**config.mk**
```make
export PLATFORM = sky130hd
export DESIGN_NAME = lim_timer
export DESIGN_NICKNAME = d
export VERILOG_FILES = /design/src/rtl/tmr_pkg.sv /design/src/rtl/tmr_regs.sv /design/src/rtl/tmr_count.sv /design/src/rtl/tmr_flag.sv /design/src/rtl/lim_timer.sv
export SDC_FILE = /design/constraint.sdc
export NUM_CORES = 1
export LEC_CHECK = 0
export BUFFER_PORTS_ARGS = -buffer_cell sky130_fd_sc_hd__buf_2
export CORE_MARGIN = 2
export CORE_UTILIZATION = 38
export DETAILED_ROUTE_END_ITERATION = 10
export REMOVE_ABC_BUFFERS = 1
export SLEW_MARGIN = 25
export SYNTH_ARGS = -nofsm -noshare
export SYNTH_HDL_FRONTEND = slang
export SYNTH_SLANG_ARGS = --single-unit
```
**constraint.sdc**
```tcl
create_clock -name clk -period 3.9 [get_ports clk]
set_input_delay 0.39 -clock clk [delete_from_list [all_inputs] [get_ports clk]]
set_output_delay 0.39 -clock clk [all_outputs]
set_load 0.02 [all_outputs]
```
**src/rtl/tmr_pkg.sv**
```systemverilog
`timescale 1ns/1ps
package tmr_pkg;
  typedef enum logic [1:0] {
    MODE_CPU  = 2'd0,
    MODE_USER = 2'd1,
    MODE_SYS  = 2'd2
  } tmr_mode_e;

  // word offsets; offset 0 vs 2 selects reload behaviour
  localparam int OFS_LIM_RELOAD = 0;
  localparam int OFS_COUNT      = 1;
  localparam int OFS_LIM_KEEP   = 2;
  localparam int OFS_RUN        = 3;
  localparam int OFS_MODE       = 4;

  typedef struct packed {
    logic reload;      // limit write that restarts the count
    logic ack;         // acknowledging read of the limit
    logic enter_user;  // mode write landing in user mode
  } tmr_evt_t;
endpackage

```
**src/rtl/tmr_regs.sv**
```systemverilog
`timescale 1ns/1ps
module tmr_regs
  import tmr_pkg::*;
#(
  parameter int DATA_W     = 32,
  parameter int AW         = 3,
  parameter int CNT_W      = 23,
  parameter int RESET_MODE = 0
) (
  input  logic              clk,
  input  logic              rst_n,
  input  logic              wr_en,
  input  logic              rd_en,
  input  logic [AW-1:0]     addr,
  input  logic [DATA_W-1:0] wdata,
  input  logic [CNT_W-1:0]  cnt,
  input  logic              reached,
  output logic [DATA_W-1:0] rdata,
  output logic [DATA_W-1:0] limit_q,
  output tmr_mode_e         mode_q,
  output logic              run_q,
  output tmr_evt_t          evt
);
  localparam logic [AW-1:0] A_RELOAD = AW'(OFS_LIM_RELOAD);
  localparam logic [AW-1:0] A_COUNT  = AW'(OFS_COUNT);
  localparam logic [AW-1:0] A_KEEP   = AW'(OFS_LIM_KEEP);
  localparam logic [AW-1:0] A_RUN    = AW'(OFS_RUN);
  localparam logic [AW-1:0] A_MODE   = AW'(OFS_MODE);
  localparam tmr_mode_e     MODE_RST = tmr_mode_e'(RESET_MODE[1:0]);

  logic              mode_writable;
  logic              mode_wr;
  logic              limit_wr;
  logic [DATA_W-1:0] cnt_field;
  logic [DATA_W-1:0] rd_mux;

  assign mode_writable  = (mode_q == MODE_CPU) || (mode_q == MODE_USER);
  assign mode_wr        = wr_en && (addr == A_MODE) && mode_writable;
  assign limit_wr       = wr_en && ((addr == A_RELOAD) || (addr == A_KEEP));
  assign evt.reload     = wr_en && (addr == A_RELOAD);
  assign evt.enter_user = mode_wr && wdata[0];
  assign evt.ack        = rd_en && (addr == A_RELOAD) && (mode_q != MODE_USER);

  always_ff @(posedge clk or negedge rst_n) begin
    if (!rst_n) begin
      limit_q <= '0;
      mode_q  <= MODE_RST;
      run_q   <= 1'b0;
    end else begin
      if (evt.enter_user)
        limit_q <= '1;
      else if (limit_wr)
        limit_q <= wdata;
      if (mode_wr)
        mode_q <= wdata[0] ? MODE_USER : MODE_CPU;
      if (wr_en && (addr == A_RUN))
        run_q <= wdata[0];
    end
  end

  generate
    if (DATA_W - 1 > CNT_W) begin : g_pad
      assign cnt_field = {reached, {(DATA_W-1-CNT_W){1'b0}}, cnt};
    end else begin : g_nopad
      assign cnt_field = {reached, cnt};
    end
  endgenerate

  always_comb begin
    case (addr)
      A_RELOAD: rd_mux = {1'b0, limit_q[DATA_W-2:0]};
      A_COUNT:  rd_mux = cnt_field;
      A_KEEP:   rd_mux = limit_q;
      A_RUN:    rd_mux = {{(DATA_W-1){1'b0}}, run_q};
      A_MODE:   rd_mux = {{(DATA_W-2){1'b0}}, mode_q};
      default:  rd_mux = '0;
    endcase
  end

  assign rdata = rd_en ? rd_mux : '0;
endmodule

```
**src/rtl/tmr_count.sv**
```systemverilog
`timescale 1ns/1ps
module tmr_count #(
  parameter int CNT_W = 23
) (
  input  logic             clk,
  input  logic             rst_n,
  input  logic             tick_en,
  input  logic             run,
  input  logic             reload,
  input  logic [CNT_W-1:0] cmp,
  output logic [CNT_W-1:0] cnt_q,
  output logic             hit
);
  logic             step;
  logic [CNT_W:0]   nxt;

  assign step = run && tick_en && !reload;
  assign nxt  = {1'b0, cnt_q} + (CNT_W+1)'(1);
  // at-or-above compare catches a limit lowered beneath the running count
  assign hit  = step && (cmp != '0) && (nxt >= {1'b0, cmp});

  always_ff @(posedge clk or negedge rst_n) begin
    if (!rst_n)
      cnt_q <= '0;
    else if (reload || hit)
      cnt_q <= '0;
    else if (step)
      cnt_q <= nxt[CNT_W-1:0];
  end
endmodule

```
**src/rtl/tmr_flag.sv**
```systemverilog
`timescale 1ns/1ps
module tmr_flag (
  input  logic clk,
  input  logic rst_n,
  input  logic hit,
  input  logic in_user,
  input  logic ack,
  input  logic lower,
  output logic reached_q,
  output logic irq_q
);
  always_ff @(posedge clk or negedge rst_n) begin
    if (!rst_n) begin
      reached_q <= 1'b0;
      irq_q     <= 1'b0;
    end else begin
      if (hit)
        reached_q <= 1'b1;
      else if (ack)
        reached_q <= 1'b0;

      if (lower)
        irq_q <= 1'b0;
      else if (hit && !in_user)
        irq_q <= 1'b1;
      else if (ack)
        irq_q <= 1'b0;
    end
  end
endmodule

```
**src/rtl/lim_timer.sv**
```systemverilog
`timescale 1ns/1ps
module lim_timer
  import tmr_pkg::*;
#(
  parameter int DATA_W     = 32,
  parameter int AW         = 3,
  parameter int CMP_SHIFT  = 9,
  parameter int RESET_MODE = 0
) (
  input  logic              clk,
  input  logic              rst_n,
  input  logic              tick_en,
  input  logic              wr_en,
  input  logic              rd_en,
  input  logic [AW-1:0]     addr,
  input  logic [DATA_W-1:0] wdata,
  output logic [DATA_W-1:0] rdata,
  output logic              irq
);
  localparam int CNT_W = DATA_W - CMP_SHIFT;

  logic [DATA_W-1:0] limit_q;
  tmr_mode_e         mode_q;
  logic              run_q;
  tmr_evt_t          evt;
  logic [CNT_W-1:0]  cnt_q;
  logic              hit;
  logic              reached_q;
  logic              irq_q;

  tmr_regs #(
    .DATA_W(DATA_W), .AW(AW), .CNT_W(CNT_W), .RESET_MODE(RESET_MODE)
  ) regs_i (
    .clk(clk), .rst_n(rst_n), .wr_en(wr_en), .rd_en(rd_en), .addr(addr),
    .wdata(wdata), .cnt(cnt_q), .reached(reached_q), .rdata(rdata),
    .limit_q(limit_q), .mode_q(mode_q), .run_q(run_q), .evt(evt)
  );

  tmr_count #(.CNT_W(CNT_W)) count_i (
    .clk(clk), .rst_n(rst_n), .tick_en(tick_en), .run(run_q),
    .reload(evt.reload), .cmp(limit_q[DATA_W-1 -: CNT_W]),
    .cnt_q(cnt_q), .hit(hit)
  );

  tmr_flag flag_i (
    .clk(clk), .rst_n(rst_n), .hit(hit), .in_user(mode_q == MODE_USER),
    .ack(evt.ack), .lower(evt.reload || evt.enter_user),
    .reached_q(reached_q), .irq_q(irq_q)
  );

  assign irq = irq_q;
endmodule

```
Yosys cells after proc, flatten, opt, wreduce, memory -nomap -nowiden. Index checks and enable logic that the tools add are counted.

Bits in registers: 60. Input bits: 40. Logic and storage cells: 51.

$add $sub $neg: 1. Order comparisons: 1. Eq/ne operators: 6. Muxes and demuxes: 11. Reductions and logical operators: 26.

Operator list (number): $pmux 32 s5 (1); $mux 32 (3); $mux 23 (2); $add 23x1->24 const B (1); $ge 24x23->1 (1); $reduce_bool 23->1 (1); $logic_and 1x1->1 (13); $eq 3x2->1 const B (2); $reduce_bool 2->1 (3); $mux 1 (5); $logic_or 1x1->1 (4); $eq 3x1->1 const B (1); $eq 3x3->1 const B (1); $logic_not 3->1 (1); $reduce_bool 3->1 (1); $eq 2x1->1 const B (1); $logic_not 1->1 (2); $logic_not 2->1 (1); $ne 2x1->1 const B (1).

Logic depth before layout (Yosys ltp). Gate-level depths: netlist of the first run.

Word-level depth: 9. Depth in mapped cells: 17. Depth with buffers taken out: 16.

By module. Synthesis of the first run repeated with hierarchy kept, for this count alone.

Cell total of the unflattened synthesis: 487. Area total of the unflattened synthesis: 4037.6 sq um.

Modules (own cells, without submodules): tmr_count (instances 1, cells an instance 252, area each 2120.8 sq um, seq. area each 575.6 sq um); tmr_regs (instances 1, cells an instance 226, area each 1821.7 sq um, seq. area each 850.8 sq um); tmr_flag (instances 1, cells an instance 7, area each 82.6 sq um, seq. area each 50.0 sq um); lim_timer (instances 1, cells an instance 2, area each 12.5 sq um, seq. area each 0.0 sq um).

Worst setup path after synthesis of the first run. No wires, ideal clock.

Path kind: reg-to-reg. From: reg count_i.cnt_q[0]. To: reg count_i.cnt_q[7]. Library setup time: 0.095 ns. Data arrival time: 3.333 ns. Setup slack: 0.472 ns. Stages on the path, launching flop included: 18. Clock period less this slack: 3.428 ns. Cell sequence: dfrtp_1 -> ha_1 -> nand2_1 -> or3_4 -> nor2_4 -> nand2_4 -> nor2_2 -> nand3_2 -> xnor2_1 -> ha_1 -> nand3_1 -> nor3_1 -> a311o_1 -> and2_4 -> a31oi_4 -> buf_6 -> nand2_2 -> o32ai_2.

Word-level cells in the longest chain between the ends: 5. Elaborated cells on any way between the ends: 7. Classes of those cells: 1 x add/sub; 1 x order compare; 2 x mux; 3 x reduce/logical.

Ends and longest elaborated chain: start: declaration (line tmr_count.sv:11) `output logic [CNT_W-1:0] cnt_q,`; start signal: assignment (line tmr_count.sv:28) `cnt_q <= nxt[CNT_W-1:0];`; $add 23x1->24 (*) (line tmr_count.sv:18) `assign nxt = {1'b0, cnt_q} + (CNT_W+1)'(1);`; $ge 24x23->1 (line tmr_count.sv:20) `assign hit = step && (cmp != '0) && (nxt >= {1'b0, cmp});`; $logic_and 1x1->1 (line tmr_count.sv:20); $logic_or 1x1->1 (line tmr_count.sv:25) `else if (reload || hit)`; $mux 23 / $reduce_bool 2->1 (equally long branches).

Mark *: on every way between the ends. The rest lies on a longest branch, timed or not. The select of a mux whose other input is x is not followed. A chain may end at the register's enable or synchronous reset.

Final worst setup path of the first run.
From: reg count_i.cnt_q[1]. To: reg count_i.cnt_q[8].

The elaborated chain is that of the path after synthesis.

==> results.md, run 1 <==
- Fin area: 0.004770 sq mm
- Logic pwr share: 25.1%
- Multi-input gate area: 0.002374 sq mm
- ANT nets after route: 0
- Vias/cell: between 5 and 6
- Largest net degree at the start of global routing: 52
- Max-capacitance violation count: 0
- TNS Setup: 0 ns
- Slew @ Worst Pin: around 0.7 ns
- Maximum VDD drop: ~200 uV
- First-pass GRT wire length: approximately 19 mm
- ANT cells: 0
- CORE AREA: approximately 0.010 sq mm
- Ys async rst share: 100.0%
- Internal cell power: 1.142 mW
- Ports: 73
- Crit start category: register
- Outcome: finished, final reports clean
- Share of cells above drive strength 1: ~22%
- Worst-path fanout max: 10
- Total power: around 1.7 mW
- Rel. slew slack: ~53%
- Vias in the first global route: approximately 3700
- Die height: around 110 microns
- Sequential fraction of the synthesis area: between 30 and 40%
- Setup violators final: 0
- Syn-to-layout area delta: 17.11%
- Mapped cell area: a little over 0.004 sq mm
- Fmax achieved: between 200 and 300 MHz
- HPWL after DPL: between 8 and 9 mm
- Total Routing Usage GR: a little over a fifth
- Post-Route WL: about 11 mm
- Die Width: roughly 110 microns
- DR vias: about 3700
- Period minus WS final: roughly 3.7 ns
- FF/Latch Area: between 0.001 and 0.0015 sq mm
- Final #Nets: between 600 and 700
- Clk pwr share: a little under a third
- Final cycle utilization of the critical path: a little over nine tenths
- Primary FF master, synth: dfrtp_1
- CTS tree: yes
- Final Max Tran Viols: 0
- Sw power: ~0.58 mW
- Initial Utilization: 39.27%
- Grt ovf: 0
- CTS Hold Bufs: 0
- #FFs+latches synth: 59
- Placer congestion estimate: 0.8961
- Final number of hold-violating endpoints: 0
- Cell Rows: 37
- Fill count: 1062
- Crit path capture type: register
- Hold WC Path Type: primary input to asynchronous set/reset pin
- Avg Cell Area, Syn: ~8.6 sq um
- DRT Pass-1 Iters: 4
- Cell variety after synth: slightly below 60
- Die Area: 0.01156 sq mm
- Part of the power in registers: 44.5%
- Net Sw Frac: between 30% and 40%
- Most frequent cells in the layout: buf_2 (72), dfrtp_1 (59), nand2_1 (54), nor2_1 (43), a21oi_1 (27)
- Root Buffer: clkbuf_8
- Skew-Pair Late Insertion Delay: ~0.35 ns
- DR WL/cell: around 17 microns
- # DRC: 0
- Number of synthesized flops with an enable pin: 0
- Num CTS Buffers: 9
- CTS clk-pin slew, worst paths: ~0.070 ns
- Initial antenna violation count: 0
- Setup CP Type: register to register
- Clock Sinks: slightly below 60
- Required time worst endpoint: approximately 4.2 ns
- Ys Warns: 0
- Port Buf Inserts: 72
- Initial DRC count: roughly 170
- H-tree levels: 3
- Most common cell after layout, fill and taps aside: buf_2
- Critical Path AT: 3.98 ns
- CTS max path bufs: 2
- Layout Skew: ~0.013 ns
- P_leak: 2.296 nW
- Placed Instance Area: 0.004562 sq mm
- Pwr/cell area: between 300 and 400 mW/mm^2
- Syn Inst Count: roughly 480
final cells by class:
type | instances | area share, %
Timing Repair Buffer | 87 | 9.995
Tap cell | 136 | 3.568
Clock inverter | 2 | 0.2099
Sequential cell | 59 | 30.95
Multi-Input combinational cell | 358 | 49.76
Inverter | 25 | 1.967
Clock buffer | 13 | 3.541
worst paths after layout:
kind | from | end | slack (ns) | cells after the start
min in group clk | wdata[6] | regs_i.limit_q[6]$_DFFE_PN0P_ | 0.26 | 3
hold reg to reg | flag_i.reached_q$_DFFE_PN0P_ | flag_i.reached_q$_DFFE_PN0P_ | 0.49 | 2
max in group asynchronous | rst_n | regs_i.limit_q[5]$_DFFE_PN0P_ | 2.93 | 2
setup reg to reg | count_i.cnt_q[1]$_DFFE_PN0P_ | count_i.cnt_q[8]$_DFFE_PN0P_ | 0.20 | 17
setup / recovery | count_i.cnt_q[1]$_DFFE_PN0P_ | count_i.cnt_q[8]$_DFFE_PN0P_ | 0.20 | 17
hold / removal | rst_n | regs_i.limit_q[23]$_DFFE_PN0P_ | 0.09 | 1
per-layer routing:
layer  routed length (microns)  GRT usage, %  vias up
li1                          -             -     1816
met1                      5465         28.62     1767
met2                      5292         33.65      104
met3                       566         4.600       10
met4                       140         5.586        0
met5                         0             0        -
worst max-delay path, stage by stage (launching register included):
cell and delay (ns):
dfrtp_1 0.42, ha_2 0.26, nand2_1 0.10, or3_4 0.43, nor2_4 0.19, nand2_4 0.09, nor2_2 0.20, nand3_2 0.12
xnor2_1 0.15, ha_1 0.28, nand3_1 0.12, o211ai_1 0.11, a311o_1 0.30, and2_4 0.17, a31oi_4 0.19, buf_6 0.19
buf_4 0.15, a32o_1 0.16
cells in the mapped netlist (all sizes together) (2+ instances only):
master,instances,area (sq um)
a32o,12,120.1
dfrtp,59,1476
o211ai,11,82.58
clkbuf,22,83.83
nor2,46,182.7
nand2b,20,125.1
nand2,56,220.2
nand3b,15,112.6
mux2i,2,20.02
o22ai,2,12.51
nand3,27,145.1
nor3,16,80.08
inv,25,93.84
o31ai,2,15.01
nor4,7,58.81
nand4,7,80.07
or2,2,12.52
a31oi,16,115.1
a2bb2oi,7,61.31
a211oi,3,22.52
ha,24,300.3
buf,11,65.06
xor2,11,96.34
o21a,2,15.01
o21ai,11,66.32
or3,4,30.03
and2,2,15.02
a21oi,28,140.1
xnor2,12,105.1
flip-flops by register name, indices dropped and copies added (netlist names):
| name | cells |
|---|---|
| count_i.cnt_q | 23 |
| flag_i.reached_q | 1 |
| regs_i.run_q | 1 |
| flag_i.irq_q | 1 |
| regs_i.mode_q | 1 |
| regs_i.limit_q | 32 |
per-stage QoR:
stage / hold slack [ns] / instances / setup slack [ns] / util (%)
after floorplan: 0.09441 / 442 / 0.3448 / -
after global placement: 0.4542 / 664 / 0.2403 / 43.99
after detailed placement: 0.4724 / 664 / 0.1287 / 43.99
after CTS: 0.1081 / 679 / 0.1105 / 45.72
after global routing: 0.1324 / 680 / -0.01644 / 45.99
final: 0.08971 / 680 / 0.1978 / 45.99
cells by family (layout without fill, tap and decap cells):
group                    Yosys count  count (layout)  synth area share (%)
flip-flops                        59              59                 36.25
buffers and inverters             58             127                 5.960
AND/OR/NAND/NOR                  208             208                 27.25
multiplexers                       3               3                0.7680
AO/OA/AOI/OAI                    100             100                 17.45
XOR/XNOR                          23              23                 4.946
adder cells (fa/ha/maj)           24              24                 7.373
power by group through the flow:
stage	clock [mW]	sequential (mW)	combinational [mW]
after floorplan	0	0.757	0.271
after global placement	0	0.770	0.416
after detailed placement	0	0.773	0.427
after CTS	0.541	0.761	0.429
after global routing	0.567	0.776	0.490
final	0.524	0.764	0.431
what timing repair did:
action                                  4_1_cts  5_1_grt
endpoints found under the setup margin        0       20
gates resized for setup                       0        4
endpoints found under the hold margin         0        0
buffers inserted                              0        1
(Power assumes the default switching activity.)
==> run 2, diff against run 1 <==
--- a/config.mk
+++ b/config.mk
@@ -6,9 +6,11 @@
 export NUM_CORES = 1
 export LEC_CHECK = 0
 export BUFFER_PORTS_ARGS = -buffer_cell sky130_fd_sc_hd__buf_2
+export CORE_ASPECT_RATIO = 1.25
 export CORE_MARGIN = 2
-export CORE_UTILIZATION = 38
+export CORE_UTILIZATION = 57
 export DETAILED_ROUTE_END_ITERATION = 10
+export PLACE_DENSITY = 0.81
 export REMOVE_ABC_BUFFERS = 1
 export SLEW_MARGIN = 25
 export SYNTH_ARGS = -nofsm -noshare
==> run 2 against run 1 <==
Worst setup slack improved by 0.015 ns. Total power fell by 1.3%. Combinational power rose by 4.6%. Clock skew fell by 0.0022 ns. Sequential share of layout area rose by 0.57 points. Critical path type unchanged. Largest cell class unchanged. Flip-flop and latch count did not move. Clock power fell by 8.4%. Highest routed layer unchanged.
==> results.md, run 2 (synthesis results as in run 1) <==
- Outcome: finished, final reports clean
- P_leak: 2.287 nW (-0.42%)
- Initial Utilization: 58.73% (+19 points)
- First-pass GRT wire length: 18.58 mm (-1.1%)
- FF/Latch Area: 0.001478 sq mm (about the same)
- GRT Max-Usage Layer: met2
- Grt ovf: 0 (unchanged)
- Hold WC Path Type: primary input to asynchronous set/reset pin
- Max incr delay on CP: 0.44 ns (about the same)
- Die Width: 79.61 microns (-26%)
- Biggest regs: regs_i.limit_q (32), count_i.cnt_q (23)
- CTS max path bufs: 2 (unchanged)
- Num CTS Buffers: 9 (unchanged)
- Total Routing Usage GR: 30.42% (+9.4 points)
- Largest net degree at the start of global routing: 39 (-25%)
- Vias/cell: 6.013 (+11%)
- Crit path cell chain: ha_2 -> nand2_1 -> or3_4 -> nor2_4 -> nand2_4 -> nor2_4 -> nand3_2 -> xnor2_1 -> ha_1 -> nand3_1 -> o211ai_1 -> a311o_1 -> and2_4 -> a31oi_4 -> buf_12 -> nand2_2 -> o31ai_1
- RSZ-0062 raised after global routing: no
- Ports: 73 (unchanged)
- H-tree levels: 3 (unchanged)
- Pwr/cell area: 362.0 mW/mm^2 (+0.46%)
- Skew-Pair Late Insertion Delay: 0.35 ns (about the same)
- CTS Hold Bufs: 0 (unchanged)
- M1 GR Usage: 36.24% (+7.6 points)
- Share of cells above drive strength 1: 21.55% (-0.88 points)
- Multi-input gate area: 0.002361 sq mm (-0.53%)
- Max-capacitance violation count: 0 (unchanged)
- Core occupancy in the finished layout: 67.59% (+22 points)
- CTS tree: yes
- Fill count: 567 (-47%)
- Worst-path fanout max: 22 (+12)
- Clock Sinks: 59 (unchanged)
- Maximum VDD drop: 222.5 uV (+11%)
- # DRC: 0 (unchanged)
- Crit start category: register
- CTS clk-pin slew, worst paths: 0.07 ns (about the same)
- Die Area: 0.007841 sq mm (-32%)
- Vias in the first global route: 3840 (+4.1%)
- Most common cell after layout, fill and taps aside: buf_2
- Slew @ Worst Pin: 0.7516 ns (+0.04074 ns)
- Cell with the most instances on the worst path: nor2_4
- CP max stage cell: or3_4
- Fmax achieved: 271.2 MHz (+0.40%)
- ANT cells: 0 (unchanged)
- Setup violators final: 0 (unchanged)
- Final #Nets: 605 (+0.17%)
- DR vias: 3806 (+2.9%)
- Most frequent cells in the layout: buf_2 (72), dfrtp_1 (58), nand2_1 (54), nor2_1 (44), a21oi_1 (28)
- Die height: 98.51 microns (-8.4%)
- Met2 usage: 51.78% (+18 points)
- Post-Route WL: 11.15 mm (-2.8%)
- Largest register by flop count: regs_i.limit_q
- HPWL after DPL: 8.005 mm (-4.4%)
- Rel. slew slack: 49.89% (-2.7 points)
- Root Buffer: clkbuf_8
- Max reg flops: 32 (unchanged)
- TNS Setup: 0 ns (unchanged)
- ANT nets after route: 0 (unchanged)
- DRT Pass-1 Iters: 5 (+1)
- Initial DRC count: 268 (+61%)
- Syn-to-layout area delta: 15.08%
- Setup CP Type: register to register
- Final cycle utilization of the critical path: 94.55% (-0.38 points)
- Critical Path AT: 3.94 ns (-0.04 ns)
- Required time worst endpoint: 4.16 ns (about the same)
- Placer congestion estimate: 0.9333 (+4.2%)
- Crit path capture type: register
- Final Max Tran Viols: 0 (unchanged)
- DR WL/cell: 17.61 microns (+4.5%)
- Met3 Usage GRT: 5.678% (+1.1 points)
- Port Buf Inserts: 72 (unchanged)
- Initial antenna violation count: 0 (unchanged)
- CORE AREA: 0.006934 sq mm (-33%)
- Final number of hold-violating endpoints: 0 (unchanged)
- Cell Rows: 34 (-8.1%)
- Period minus WS final: 3.687 ns (-0.01482 ns)
- Layout Skew: 0.01132 ns (-0.002180 ns)
==> run 2: cell types whose count changed in the layout (fill, tap and decap cells not counted), sizes merged <==
cell	change
clkinv	-2
buf	+1
==> run 2: final timing paths <==
kind,startpoint,endpoint,slack [ns],depth (start not counted)
min reg2reg,regs_i.limit_q[0]$_DFFE_PN0P_,regs_i.limit_q[0]$_DFFE_PN0P_,0.48,2
max reg2reg,count_i.cnt_q[0]$_DFFE_PN0P_,count_i.cnt_q[20]$_DFFE_PN0P_,0.21,17
max,count_i.cnt_q[0]$_DFFE_PN0P_,count_i.cnt_q[20]$_DFFE_PN0P_,0.21,17
max in group asynchronous,rst_n,count_i.cnt_q[17]$_DFFE_PN0P_,2.92,2
min in group clk,wdata[2],regs_i.limit_q[2]$_DFFE_PN0P_,0.25,3
min,rst_n,regs_i.limit_q[18]$_DFFE_PN0P_,0.10,1
==> run 2: layer usage <==
metal	share of wire, %	wire [microns]
met1	41	4624
met5	0	0
met2	49	5511
met3	5.0	552
met4	4.1	461
==> run 2: area by class of cell <==
class                   count  share of cell area, %
flip-flops and latches     59                  31.53
clock buffers              13                  3.177
multi-input cells         358                  50.37
repair buffers             88                  10.52
inverters                  25                  2.002
well taps                  90                  2.403
==> run 2: timing repair <==
item	in CTS	in global routing
resized for setup	0	3
endpoints found under the setup margin	0	11
buffers inserted	0	2
==> run 2: through the flow <==
stage | std cells | setup WS, ns | hold WS, ns | power, mW | area [sq um]
after CTS | 631 | 0.1025 | 0.1352 | 1.674 | 4663
after global placement | 618 | 0.3151 | 0.4532 | 1.175 | 4514
after global routing | 633 | 0.02278 | 0.1692 | 1.785 | 4687
after detailed placement | 618 | 0.1795 | 0.4654 | 1.200 | 4514
after floorplan | 442 | 0.3448 | 0.09441 | 1.028 | 3924
final | 633 | 0.2127 | 0.1042 | 1.697 | 4687
==> run 2: critical path: cells and delay by family (launching register included) <==
kind	cells	cell delay (ns)
XOR/XNOR	1	0.15
flip-flops	1	0.42
buffers and inverters	1	0.19
adder cells (fa/ha/maj)	2	0.52
AND/OR/NAND/NOR	9	1.52
AO/OA/AOI/OAI	4	0.80
==> run 2: report_power, final <==
| group | switching [mW] | internal [mW] |
|---|---|---|
| registers | 0.0740 | 0.692 |
| clock network | 0.242 | 0.238 |
| logic | 0.264 | 0.187 |
==> run 3, diff against run 2 <==
--- a/config.mk
+++ b/config.mk
@@ -6,11 +6,13 @@
 export NUM_CORES = 1
 export LEC_CHECK = 0
 export BUFFER_PORTS_ARGS = -buffer_cell sky130_fd_sc_hd__buf_2
+export CELL_PAD_IN_SITES_DETAIL_PLACEMENT = 0
+export CELL_PAD_IN_SITES_GLOBAL_PLACEMENT = 2
 export CORE_ASPECT_RATIO = 1.25
 export CORE_MARGIN = 2
-export CORE_UTILIZATION = 57
+export CORE_UTILIZATION = 34
 export DETAILED_ROUTE_END_ITERATION = 10
-export PLACE_DENSITY = 0.81
+export PLACE_DENSITY_LB_ADDON = 0.1
 export REMOVE_ABC_BUFFERS = 1
 export SLEW_MARGIN = 25
 export SYNTH_ARGS = -nofsm -noshare
==> run 3 against run 2 <==
Global-route usage fell by 11 points. Via count fell by 3.2%. Critical endpoint is now count_i.cnt_q[16]$_DFFE_PN0P_. Flip-flop and latch count did not move. Combinational power fell by 3%. Highest routed layer unchanged. Count of clock-buffer cells in the layout did not move. Utilization fell by 26 points. Worst hold slack got worse by 0.066 ns. First-iteration DRC count fell by 27%. Cell area rose by 4.1%. Sequential power fell by 0.8%.
==> results.md, run 3 (synthesis results as in run 1) <==
- Final number of hold-violating endpoints: 0 (unchanged)
- Placed Instance Area: 0.004621 sq mm (+2.4%)
- Post-Route WL: 12.12 mm (+8.7%)
- Fmax achieved: 277.2 MHz (+2.2%)
- Max reg flops: 32 (unchanged)
- Port Buf Inserts: 72 (unchanged)
- Share of cells above drive strength 1: 21.79% (+0.25 points)
- CTS clk-pin slew, worst paths: 0.05 ns (-0.02 ns)
- CTS tree: yes
- Most common cell after layout, fill and taps aside: buf_2
- Die height: 126.4 microns (+28%)
- Total power: 1.910 mW (+13%)
- Die Area: 0.01288 sq mm (+64%)
- Final Max Tran Viols: 0 (unchanged)
- Dpl ws: 0.2519 ns (+0.07236 ns)
- Rel. slew slack: 53.69% (+3.8 points)
- Worst r2r src: count_i.cnt_q[1]$_DFFE_PN0P_
- Hold WC Path Type: primary input to asynchronous set/reset pin
- Fill count: 1282 (+130%)
- Most frequent cells in the layout: buf_2 (71), dfrtp_1 (59), nand2_1 (54), nor2_1 (43), a21oi_1 (28)
- Placed cell count: 691 (+12%)
- Placer congestion estimate: 0.8260 (-11%)
- Ports: 73 (unchanged)
- Num CTS Buffers: 9 (unchanged)
- Reg2reg path depth: 17 (unchanged)
- DR WL/cell: 17.14 microns (-2.7%)
- H-tree levels: 3 (unchanged)
- Clock Sinks: 59 (unchanged)
- DR vias: 3686 (-3.2%)
- P_leak: 2.341 nW (+2.4%)
- Cell Rows: 44 (+29%)
- ANT cells: 0 (unchanged)
- Root Buffer: clkbuf_16
- Maximum VDD drop: 192.0 uV (-14%)
- Final worst slack: 0.2928 ns (+0.08015 ns)
- # DRC: 0 (unchanged)
- Syn-to-layout area delta: 19.85%
- Pwr/cell area: 391.4 mW/mm^2 (+8.1%)
- Total Routing Usage GR: 19.64% (-11 points)
- Grt ovf: 0 (unchanged)
- CORE AREA: 0.01167 sq mm (+68%)
- Final cycle utilization of the critical path: 92.49% (-2.1 points)
- TNS Setup: 0 ns (unchanged)
- Post-CTS setup buffers: 0 (unchanged)
- Crit path capture type: register
- ANT nets after route: 0 (unchanged)
- Initial DRC count: 195 (-27%)
- Skew-Pair Late Insertion Delay: 0.34 ns (about the same)
- Reg2reg end: count_i.cnt_q[16]$_DFFE_PN0P_
- Required time worst endpoint: 4.15 ns (about the same)
- RSZ-0062 raised after global routing: no
- Finished Layout Cells: 707 (+12%)
- Die Width: 101.9 microns (+28%)
- Worst reg2reg setup slack: 0.29 ns (+0.08 ns)
- Vias/cell: 5.214 (-13%)
- Biggest regs: regs_i.limit_q (32), count_i.cnt_q (23)
- CTS max path bufs: 2 (unchanged)
- First-pass GRT wire length: 19.29 mm (+3.8%)
- Final #Nets: 605 (unchanged)
- Setup CP Type: register to register
- Setup violators final: 0 (unchanged)
- Largest register by flop count: regs_i.limit_q
- Fin area: 0.004881 sq mm (+4.1%)
- DRT Pass-1 Iters: 4 (-1)
- Vias in the first global route: 3643 (-5.1%)
- Critical Path AT: 3.86 ns (-0.08 ns)
- Initial antenna violation count: 0 (unchanged)
- Crit start category: register
- Initial Utilization: 34.89% (-24 points)
- Worst-path fanout max: 22 (unchanged)
- Layout Skew: 0.006471 ns (-0.004846 ns)
- Largest net degree at the start of global routing: 41 (+5.1%)
- Period minus WS final: 3.607 ns (-0.08015 ns)
- Outcome: finished, final reports clean
- HPWL after DPL: 9.047 mm (+13%)
- Max-capacitance violation count: 0 (unchanged)
- Slew @ Worst Pin: 0.6926 ns (-0.05896 ns)
==> run 3: area by class of cell <==
cell class / instances / area [sq um] / area share, %
multi-input cells: 358 / 2359 / 48.32
flip-flops and latches: 59 / 1476 / 30.25
repair buffers: 88 / 495.5 / 10.15
clock buffers: 13 / 240.2 / 4.922
well taps: 161 / 201.4 / 4.127
inverters: 25 / 93.84 / 1.923
clock inverters: 3 / 15.01 / 0.3076
==> run 3: timing repair <==
action / CTS / global route
setup endpoints to repair: 0 / 2
gates resized for setup: 0 / 1
hold buffers: 0 / 0
==> run 3: layer usage <==
metal | GRT usage [%] | up-vias | part of all wire, % | routed length, microns
met3 | 4.132 | 16 | 4.2 | 512
met4 | 6.980 | 0 | 2.0 | 238
li1 | - | 1823 | - | -
met5 | 0 | - | 0 | 0
met2 | 32.55 | 83 | 50 | 6010
met1 | 25.13 | 1764 | 44 | 5356
==> run 3: worst max path at each step <==
stage / startpoint / endpoint
6_report: count_i.cnt_q[1]$_DFFE_PN0P_ / count_i.cnt_q[16]$_DFFE_PN0P_
5_1_grt: count_i.cnt_q[1]$_DFFE_PN0P_ / count_i.cnt_q[7]$_DFFE_PN0P_
4_1_cts: count_i.cnt_q[1]$_DFFE_PN0P_ / count_i.cnt_q[7]$_DFFE_PN0P_
3_5_place_dp: count_i.cnt_q[1]$_DFFE_PN0P_ / count_i.cnt_q[7]$_DFFE_PN0P_
3_3_place_gp: count_i.cnt_q[1]$_DFFE_PN0P_ / count_i.cnt_q[20]$_DFFE_PN0P_
2_1_floorplan: count_i.cnt_q[0]$_DFFE_PN0P_ / count_i.cnt_q[7]$_DFFE_PN0P_
==> run 3: critical path: stages (launching register included) <==
cell	delay [ns]
dfrtp_1	0.39
ha_2	0.24
nand2_1	0.10
or3_4	0.44
nor2_4	0.19
nand2_4	0.09
nor2_2	0.18
nand3_2	0.11
xnor2_1	0.15
ha_1	0.28
nand3_1	0.13
nor3_1	0.07
a311o_1	0.33
and2_4	0.17
a31oi_4	0.16
buf_12	0.19
o21ai_4	0.10
o21ai_0	0.19
==> run 3: where the power goes <==
part / internal, mW / total [mW] / leakage (nW) / switching (mW)
combinational: 0.179 / 0.439 / 1.48 / 0.260
clock: 0.427 / 0.712 / 0.127 / 0.285
sequential: 0.692 / 0.760 / 0.733 / 0.0678
total: 1.30 / 1.91 / 2.34 / 0.613
==> run 3: per-stage QoR <==
step	util, %	hold WS [ns]
detailed placement	39.59	0.4784
floorplan	-	0.09441
finish	41.82	0.03794
CTS	41.78	0.2510
global placement	39.59	0.4550
global route	41.82	0.08077
